===== config.mk =====
export PLATFORM = sky130hd
export DESIGN_NAME = scan_mux_sequencer
export DESIGN_NICKNAME = d
export VERILOG_FILES = /design/src/rtl/scan_seq_pkg.sv /design/src/rtl/scan_line_sync.sv /design/src/rtl/scan_delay_timer.sv /design/src/rtl/scan_chan_stepper.sv /design/src/rtl/scan_mux_sequencer.sv
export SDC_FILE = /design/constraint.sdc
export NUM_CORES = 1
export LEC_CHECK = 0
export BUFFER_PORTS_ARGS = -buffer_cell sky130_fd_sc_hd__buf_2
export CORE_MARGIN = 4
export CORE_UTILIZATION = 45
export DETAILED_ROUTE_END_ITERATION = 12
export PLACE_DENSITY = 0.66
export SLEW_MARGIN = 20
export SYNTH_ARGS = -nofsm -noshare
export SYNTH_HDL_FRONTEND = slang
export SYNTH_SLANG_ARGS = --single-unit

===== constraint.sdc =====
create_clock -name clk -period 1.9 [get_ports clk]
set_clock_uncertainty 0.05 [all_clocks]
set_input_delay 0.095 -clock clk [delete_from_list [all_inputs] [get_ports clk]]
set_output_delay 0.095 -clock clk [all_outputs]
set_load 0.1 [all_outputs]

===== src/rtl/scan_seq_pkg.sv =====
package scan_seq_pkg;

    typedef enum logic [1:0] {
        MODE_RELAX = 2'd0,
        MODE_TIMED = 2'd1,
        MODE_EDGE  = 2'd2,
        MODE_ALT   = 2'd3
    } scan_mode_t;

    typedef enum logic [1:0] {
        ST_RELAX      = 2'd0,
        ST_TIMED_WAIT = 2'd1,
        ST_EDGE_WAIT  = 2'd2,
        ST_SETTLE     = 2'd3
    } scan_state_t;

endpackage


===== src/rtl/scan_line_sync.sv =====
module scan_line_sync #(
    parameter int STAGES = 2
) (
    input  logic clk,
    input  logic rst,
    input  logic line_in,
    output logic fall,
    output logic rise
);
    localparam int LAST = STAGES;

    logic [LAST:0] chain;

    always_ff @(posedge clk) begin
        if (rst) begin
            chain <= '1;
        end else begin
            chain <= {chain[LAST-1:0], line_in};
        end
    end

    assign fall = chain[LAST] & ~chain[LAST-1];
    assign rise = ~chain[LAST] & chain[LAST-1];

endmodule


===== src/rtl/scan_delay_timer.sv =====
module scan_delay_timer #(
    parameter int DELAY = 595
) (
    input  logic clk,
    input  logic rst,
    input  logic load,
    input  logic clear,
    output logic done
);
    localparam int TW = $clog2(DELAY + 1);
    localparam logic [TW-1:0] LIMIT = TW'(DELAY);

    logic [TW-1:0] count;

    always_ff @(posedge clk) begin
        if (rst || clear) begin
            count <= '0;
        end else if (load) begin
            count <= TW'(1);
        end else if (count != '0 && count != LIMIT) begin
            count <= count + TW'(1);
        end
    end

    assign done = (count == LIMIT);

endmodule


===== src/rtl/scan_chan_stepper.sv =====
module scan_chan_stepper #(
    parameter int CH_W = 3
) (
    input  logic            clk,
    input  logic            rst,
    input  logic            advance,
    input  logic [CH_W:0]   nchan,
    output logic [CH_W-1:0] sel,
    output logic [CH_W-1:0] prev
);
    logic [CH_W:0]   sel_inc;
    logic [CH_W-1:0] sel_next;

    always_comb begin
        sel_inc  = {1'b0, sel} + (CH_W+1)'(1);
        sel_next = (sel_inc >= nchan) ? '0 : sel_inc[CH_W-1:0];
    end

    always_ff @(posedge clk) begin
        if (rst) begin
            sel  <= '0;
            prev <= '0;
        end else if (advance) begin
            prev <= sel;
            sel  <= sel_next;
        end
    end

endmodule


===== src/rtl/scan_mux_sequencer.sv =====
module scan_mux_sequencer
    import scan_seq_pkg::*;
#(
    parameter int CH_W         = 3,
    parameter int SWITCH_DELAY = 595,
    parameter int SYNC_STAGES  = 2,
    parameter int SETTLE_SYNC  = 4,
    parameter int SETTLE_RELAX = 5
) (
    input  logic            clk,
    input  logic            rst,
    input  logic            data_rdy_n,
    input  logic [1:0]      cfg_mode,
    input  logic [CH_W:0]   cfg_nchan,
    output logic [CH_W-1:0] mux_sel,
    output logic            res_valid,
    output logic            res_keep,
    output logic [CH_W-1:0] res_tag
);
    localparam int CNT_W = $clog2(SETTLE_RELAX + 1);
    localparam logic [CNT_W-1:0] RELAX_LAST = CNT_W'(SETTLE_RELAX - 1);
    localparam logic [CNT_W-1:0] SYNC_LAST  = CNT_W'(SETTLE_SYNC - 1);

    logic ev_fall, ev_rise, t_done;
    logic adv, t_load, t_clear;
    logic [CH_W-1:0] prev_sel;

    scan_state_t state_q, state_d;
    logic [CNT_W-1:0] cnt_q, cnt_d;
    logic carry_q, carry_d;

    scan_state_t arm_state;
    logic arm_load, arm_adv;

    logic o_valid, o_keep;
    logic [CH_W-1:0] o_tag;

    scan_line_sync #(.STAGES(SYNC_STAGES)) i_sync (
        .clk(clk), .rst(rst), .line_in(data_rdy_n),
        .fall(ev_fall), .rise(ev_rise)
    );

    scan_delay_timer #(.DELAY(SWITCH_DELAY)) i_timer (
        .clk(clk), .rst(rst), .load(t_load), .clear(t_clear), .done(t_done)
    );

    scan_chan_stepper #(.CH_W(CH_W)) i_step (
        .clk(clk), .rst(rst), .advance(adv), .nchan(cfg_nchan),
        .sel(mux_sel), .prev(prev_sel)
    );

    // where an armed switch goes, chosen from the mode at arming time
    always_comb begin
        arm_state = ST_RELAX;
        arm_load  = 1'b0;
        arm_adv   = 1'b0;
        unique case (scan_mode_t'(cfg_mode))
            MODE_TIMED: begin
                arm_state = ST_TIMED_WAIT;
                arm_load  = 1'b1;
            end
            MODE_EDGE: begin
                arm_state = ST_EDGE_WAIT;
            end
            MODE_RELAX, MODE_ALT: begin
                arm_state = ST_RELAX;
                arm_adv   = 1'b1;
            end
            default: begin
                arm_state = ST_RELAX;
                arm_adv   = 1'b1;
            end
        endcase
    end

    // next state and per-result decision
    always_comb begin
        state_d = state_q;
        cnt_d   = cnt_q;
        carry_d = carry_q;
        adv     = 1'b0;
        t_load  = 1'b0;
        t_clear = 1'b0;
        o_valid = ev_fall;
        o_keep  = 1'b0;
        o_tag   = mux_sel;
        unique case (state_q)
            ST_RELAX: begin
                if (ev_fall) begin
                    if (cnt_q == RELAX_LAST) begin
                        o_keep  = 1'b1;
                        o_tag   = mux_sel;
                        carry_d = 1'b0;
                        cnt_d   = '0;
                        state_d = arm_state;
                        t_load  = arm_load;
                        adv     = arm_adv;
                    end else begin
                        cnt_d = cnt_q + CNT_W'(1);
                    end
                end
            end
            ST_TIMED_WAIT: begin
                if (t_done) begin
                    adv     = 1'b1;
                    t_clear = 1'b1;
                    cnt_d   = '0;
                    state_d = ST_SETTLE;
                end
            end
            ST_EDGE_WAIT: begin
                if (ev_rise) begin
                    adv     = 1'b1;
                    cnt_d   = '0;
                    state_d = ST_SETTLE;
                end
            end
            ST_SETTLE: begin
                if (ev_fall) begin
                    if (cnt_q == '0) begin
                        o_keep = carry_q;
                        o_tag  = prev_sel;
                    end
                    if (cnt_q == SYNC_LAST) begin
                        carry_d = 1'b1;
                        cnt_d   = '0;
                        state_d = arm_state;
                        t_load  = arm_load;
                        adv     = arm_adv;
                    end else begin
                        cnt_d = cnt_q + CNT_W'(1);
                    end
                end
            end
            default: begin
                state_d = ST_RELAX;
                cnt_d   = '0;
            end
        endcase
    end

    // state register
    always_ff @(posedge clk) begin
        if (rst) begin
            state_q <= ST_RELAX;
            cnt_q   <= '0;
            carry_q <= 1'b0;
        end else begin
            state_q <= state_d;
            cnt_q   <= cnt_d;
            carry_q <= carry_d;
        end
    end

    // output register
    always_ff @(posedge clk) begin
        if (rst) begin
            res_valid <= 1'b0;
            res_keep  <= 1'b0;
            res_tag   <= '0;
        end else begin
            res_valid <= o_valid;
            res_keep  <= o_valid & o_keep;
            res_tag   <= o_tag;
        end
    end

endmodule


After elaboration in Yosys (flattened, before gate mapping)
Cells that the tools add are included.
- memory bits (read-only): 0
- RAM bits: 0
- flip-flop bits (word level): 30
- memories: 0
- bits of input ports: 9
- latch bits: 0
- reduce and logical (&&, ||, !) cells: 13
- shift-type cells: 0
- divide/modulo/power cells: 0
- equality and inequality tests: 16
- order comparisons: 1
- multiplexer cells: 46
- $add $sub $neg: 3
- multiply operators: 0
- bitwise gates (word level): 5
- operators with widths (operator ; number):
    3-bit 2-to-1 mux ; 10
    1-bit 2-to-1 mux ; 23
    2-bit 2-to-1 mux ; 6
    3-bit case mux with 4 select lines ; 1
    10-bit by 1-bit adder with 10-bit output, second input constant ; 1
    10-bit equality test, second input constant ; 1
    10-bit != test, second input constant ; 1
    2-bit != test, second input constant ; 5
    10-bit nonzero test ; 1
    2-bit equality test, second input constant ; 4
    2-bit case mux with 4 select lines ; 1
    1-bit case mux with 2 select lines ; 3
    2-bit case mux with 3 select lines ; 1
    6-bit AND reduction ; 1
    5-bit AND reduction ; 1
    3-bit by 1-bit adder with 4-bit output, second input constant ; 1
    2-bit by 1-bit equality test with 1-bit output, second input constant ; 2
    4-bit >= comparator ; 1
    2-bit logical NOT ; 2
    1-bit case mux with 4 select lines ; 1
    4-bit AND reduction ; 1
    2-bit nonzero test ; 2
    2-bit OR reduction ; 2
    3-bit by 1-bit adder with 3-bit output, second input constant ; 1
    8 further kinds ; 11

Depth between registers and ports, before layout
- word-level depth: 6
- depth in mapped cells: 7

Modules after synthesis
A second synthesis with hierarchy kept.
- cells, all modules: 179
- area total of the unflattened synthesis: 1760.4 um^2
- by module, submodules not included (module ; area an instance (um^2) ; instances ; seq. area each (um^2) ; cells an instance):
    scan_mux_sequencer ; 754.5 ; 1 ; 220.2 ; 82
    scan_delay_timer ; 520.5 ; 1 ; 200.2 ; 54
    scan_chan_stepper ; 392.9 ; 1 ; 120.1 ; 35
    scan_line_sync ; 92.6 ; 1 ; 60.1 ; 8

Worst setup path before layout
Ideal clock, no wire load.
- path type: register -> register
- start point: register i_step.sel[0]
- end point: register i_step.sel[0]
- setup time: 71 ps
- arrival: 2788 ps
- path slack: -1008 ps
- buffers on the path: 0
- cell stages (with the launch flop): 7
- path through: dfxtp_1 > ha_1 > ha_1 > a2111oi_0 > nor3_1 > or3_2 > a21oi_1
- word-level cells in the longest chain between the ends: 3
- ends and longest elaborated chain (element ; RTL line ; text):
    start: declaration ; scan_chan_stepper.sv:8 ; output logic [CH_W-1:0] sel,
    start signal: assignment ; scan_chan_stepper.sv:25 ; sel <= sel_next;
    3-bit by 1-bit adder with 4-bit output (*) ; scan_chan_stepper.sv:15 ; sel_inc = {1'b0, sel} + (CH_W+1)'(1);
    4-bit >= comparator ; scan_chan_stepper.sv:16 ; sel_next = (sel_inc >= nchan) ? '0 : sel_inc[CH_W-1:0];
    3-bit 2-to-1 mux (*) ; scan_chan_stepper.sv:16 ;
Every way passes the cells marked *; elsewhere a longest branch is shown, timed or not.
A chain may end at the register's enable or synchronous reset.

Final worst setup path
- start point: register i_timer.count[2]
- end point: register i_step.sel[2]
- word-level cells in the longest chain between the ends: 3
- ends and longest elaborated chain (element ; RTL line ; text):
    start: declaration ; scan_delay_timer.sv:13 ; logic [TW-1:0] count;
    start signal: assignment ; scan_delay_timer.sv:21 ; count <= count + TW'(1);
    10-bit equality test ; scan_delay_timer.sv:25 ; assign done = (count == LIMIT);
    1-bit 2-to-1 mux ; scan_mux_sequencer.sv:104 ; if (t_done) begin
    1-bit case mux with 4 select lines ; scan_mux_sequencer.sv:87 ; unique case (state_q)
Every way passes these cells.

==> flow_metrics.tcl <==
set metrics [dict create \
    ios 17 \
    dpl.hpwl_um 2686 \
    async_flop_share_pct 0 \
    criticalPathCategory "reg2reg" \
    wl_per_cell_um 12.87 \
    max-clock-path-buffers 2 \
    synth_top_area_share_pct 36.39 \
    place_congestion 0.8216 \
    yosysTopAreaCell "dfxtp_1" \
    yosysWarnings 0 \
    ys_seq_elements 30 \
    num-fill-cells 290 \
    reg2reg_slack_ps -90 \
    start_util_pct 47.95 \
    insertion_delay_ps 280 \
    fp.dieW_um 68.56 \
    grt_pass1_wl_um 6216 \
    hold_viol 0 \
    critPathMaxFanout 5 \
    wl_met2_um 1817 \
    min_period_ps 1987 \
    synth_cell_types 42 \
    max_clock_freq_ghz 0.5033 \
    rows 21 \
    syn_to_final_growth_pct 34.95 \
    root_buffer "clkbuf_8" \
    antenna_found_initial 0 \
    leakage_nw 0.9921 \
    drc_errors 0 \
    crit_arrival_ps 2150 \
    antennaDiodeCount 0 \
    ys.flop_type "dfxtp_1" \
    mostFrequentLayoutCells "23 x dfxtp_1, 21 x buf_4, 20 x nor2_1" \
    rsz0062_at_grt "yes" \
    cts_buffers 5 \
    grt_max_degree 22 \
    synthTopCellsByArea "dfxtp_1 36%, ha_1 14%, nor2_1 4.8%" \
    die_area_mm2 0.004700 \
    port_buffers 16 \
    nets 255 \
    synth_cells 181 \
    hold_path_class "in2reg" \
    coreArea_mm2 0.003442 \
    die_h_um 68.56 \
    synth_nets 208 \
    multiInputGateArea_mm2 0.001097 \
    worst_setup_path_start_kind "flip-flop" \
    htree_num_levels 2 \
    overflow 0 \
    postLayoutSetupSlackWorst_ps -86.70 \
    slew_viol_final 0 \
    slew_headroom_pct 67.51 \
    wl_met1_um 1590 \
    cap_violations 0 \
    drive_gt1_share_pct 38.86 \
    ys_seq_area_share_pct 36.39 \
    ir_drop_mv 0.4222 \
    track_usage_pct 17.34 \
    critPathRequiredTime_ps 2060 \
    finalPower_mw 1.628 \
    end_kind "flip-flop" \
    violations "negative setup slack" \
    power_density_mw_per_mm2 731.0 \
    ant_nets 0 \
    grt_pass1_vias 1450 \
    setup_violations 4 \
    dr_wl_met3_um 98 \
    tightest_slew_ps 490.7 \
    layout_commonest_cell "dfxtp_1" \
    drtIter0Drc 71 \
    synth_area_mm2 0.001650 \
    vias 1404 \
    fin_setup_tns_ps -141.7 \
    syn_area_per_cell_um2 9.118 \
    cts_tree "built" \
    cts.sinks 30 \
    fin_crit_sh_pct 104.6 \
    synth_edf_count 0 \
    clk_pin_slew_ps 60 \
    via_per_inst 5.105 \
    wl_um 3539 \
    regArea_um2 614.3 \
    dr.pass1.iters 4 \
    outcome "complete, but fails checks" \
    routed.top_layer "met4" \
]
==> sequential cells by signal, indices dropped and copies added, names as in the netlist <==
| name | count |
|---|---|
| i_timer.count | 10 |
| cnt_q | 3 |
| i_step.prev | 3 |
| i_step.sel | 3 |
| i_sync.chain | 3 |
| res_tag | 3 |
| state_q | 2 |
| carry_q | 1 |
| res_keep | 1 |
| res_valid | 1 |
==> layer usage <==
metal	up-vias	GRT usage (%)
met5	-	0
met4	0	6.203
met3	4	3.566
met2	15	30.51
met1	665	20.66
li1	720	-
==> cells by family (layout without fill, tap and decap cells) <==
kind of cell             after synthesis  in the layout  share of synthesized area, %
adder cells (fa/ha/maj)               18             18                         13.65
multiplexers                           7              7                         4.246
AND/OR/NAND/NOR                       69             69                         21.91
buffers and inverters                 20             68                         5.458
AO/OA/AOI/OAI                         28             28                         13.57
flip-flops                            30             30                         36.39
XOR/XNOR                               9              9                         4.777
==> power by group <==
part / internal, mW / switching [mW] / total (mW)
clock network: 0.250 / 0.237 / 0.487
logic: 0.236 / 0.213 / 0.450
registers: 0.662 / 0.0287 / 0.691
total: 1.15 / 0.480 / 1.63
==> worst max-delay path, stage by stage, from the launching register on <==
cell and delay [ps]:
dfxtp_1 310, or4_4 560, o41ai_4 260, a32oi_4 110, or4_4 500, a21oi_2 120
==> metrics by stage <==
step / setup WS, ps / std cells / area [um^2] / hold slack, ps / utilization [%]
after CTS: -92.97 / 270 / 2123 / 149.9 / 61.69
after global routing: -159.1 / 275 / 2227 / 183.1 / 64.70
after detailed placement: -145.4 / 259 / 1972 / 230.0 / 57.29
after floorplan: -206.7 / 181 / 1717 / 148.8 / -
after global placement: -95.13 / 259 / 1972 / 231.0 / 57.29
final: -86.70 / 275 / 2227 / 164.4 / 64.70
==> synth_stat cells, types with 2 or more instances <==
library cell and count:
dfxtp_1 30, nor2_1 21, ha_1 18, inv_1 17
nand2_1 9, a21oi_1 7, mux2i_1 7, nand3_1 7
nor3_1 7, xor2_1 7, o21ai_0 6, a211oi_1 5
nand4_1 3, nor2b_1 3, or2_2 3, and3_1 2
nand2b_1 2, nand3b_1 2, xnor2_1 2
==> layout make-up <==
class	count	share of cell area, %
Clock inverter	3	0.7303
Clock buffer	5	3.090
Multi-Input combinational cell	131	49.27
Tap cell	46	2.584
Timing Repair Buffer	43	13.65
Inverter	17	3.090
Sequential cell	30	27.58
==> worst paths after layout <==
path	from	to	cells after the start
worst max-delay path	i_timer.count[2]$_SDFFE_PP0P_	i_step.sel[2]$_SDFFE_PP0P_	5
worst min-delay path	rst	i_step.prev[0]$_SDFFE_PP0P_	2
worst max register to register	i_timer.count[2]$_SDFFE_PP0P_	i_step.sel[2]$_SDFFE_PP0P_	5
worst min register to register	i_sync.chain[0]$_SDFF_PP1_	i_sync.chain[1]$_SDFF_PP1_	1
==> timing repair <==
item / 4_1_cts / 5_1_grt
pin swaps: 7 / 8
resized for setup: 9 / 23
buffers inserted: 2 / 5
hold buffers: 1 / 0
endpoints found under the setup margin: 11 / 20
hold endpoints to repair: 1 / 0
(Power assumes the default switching activity.)
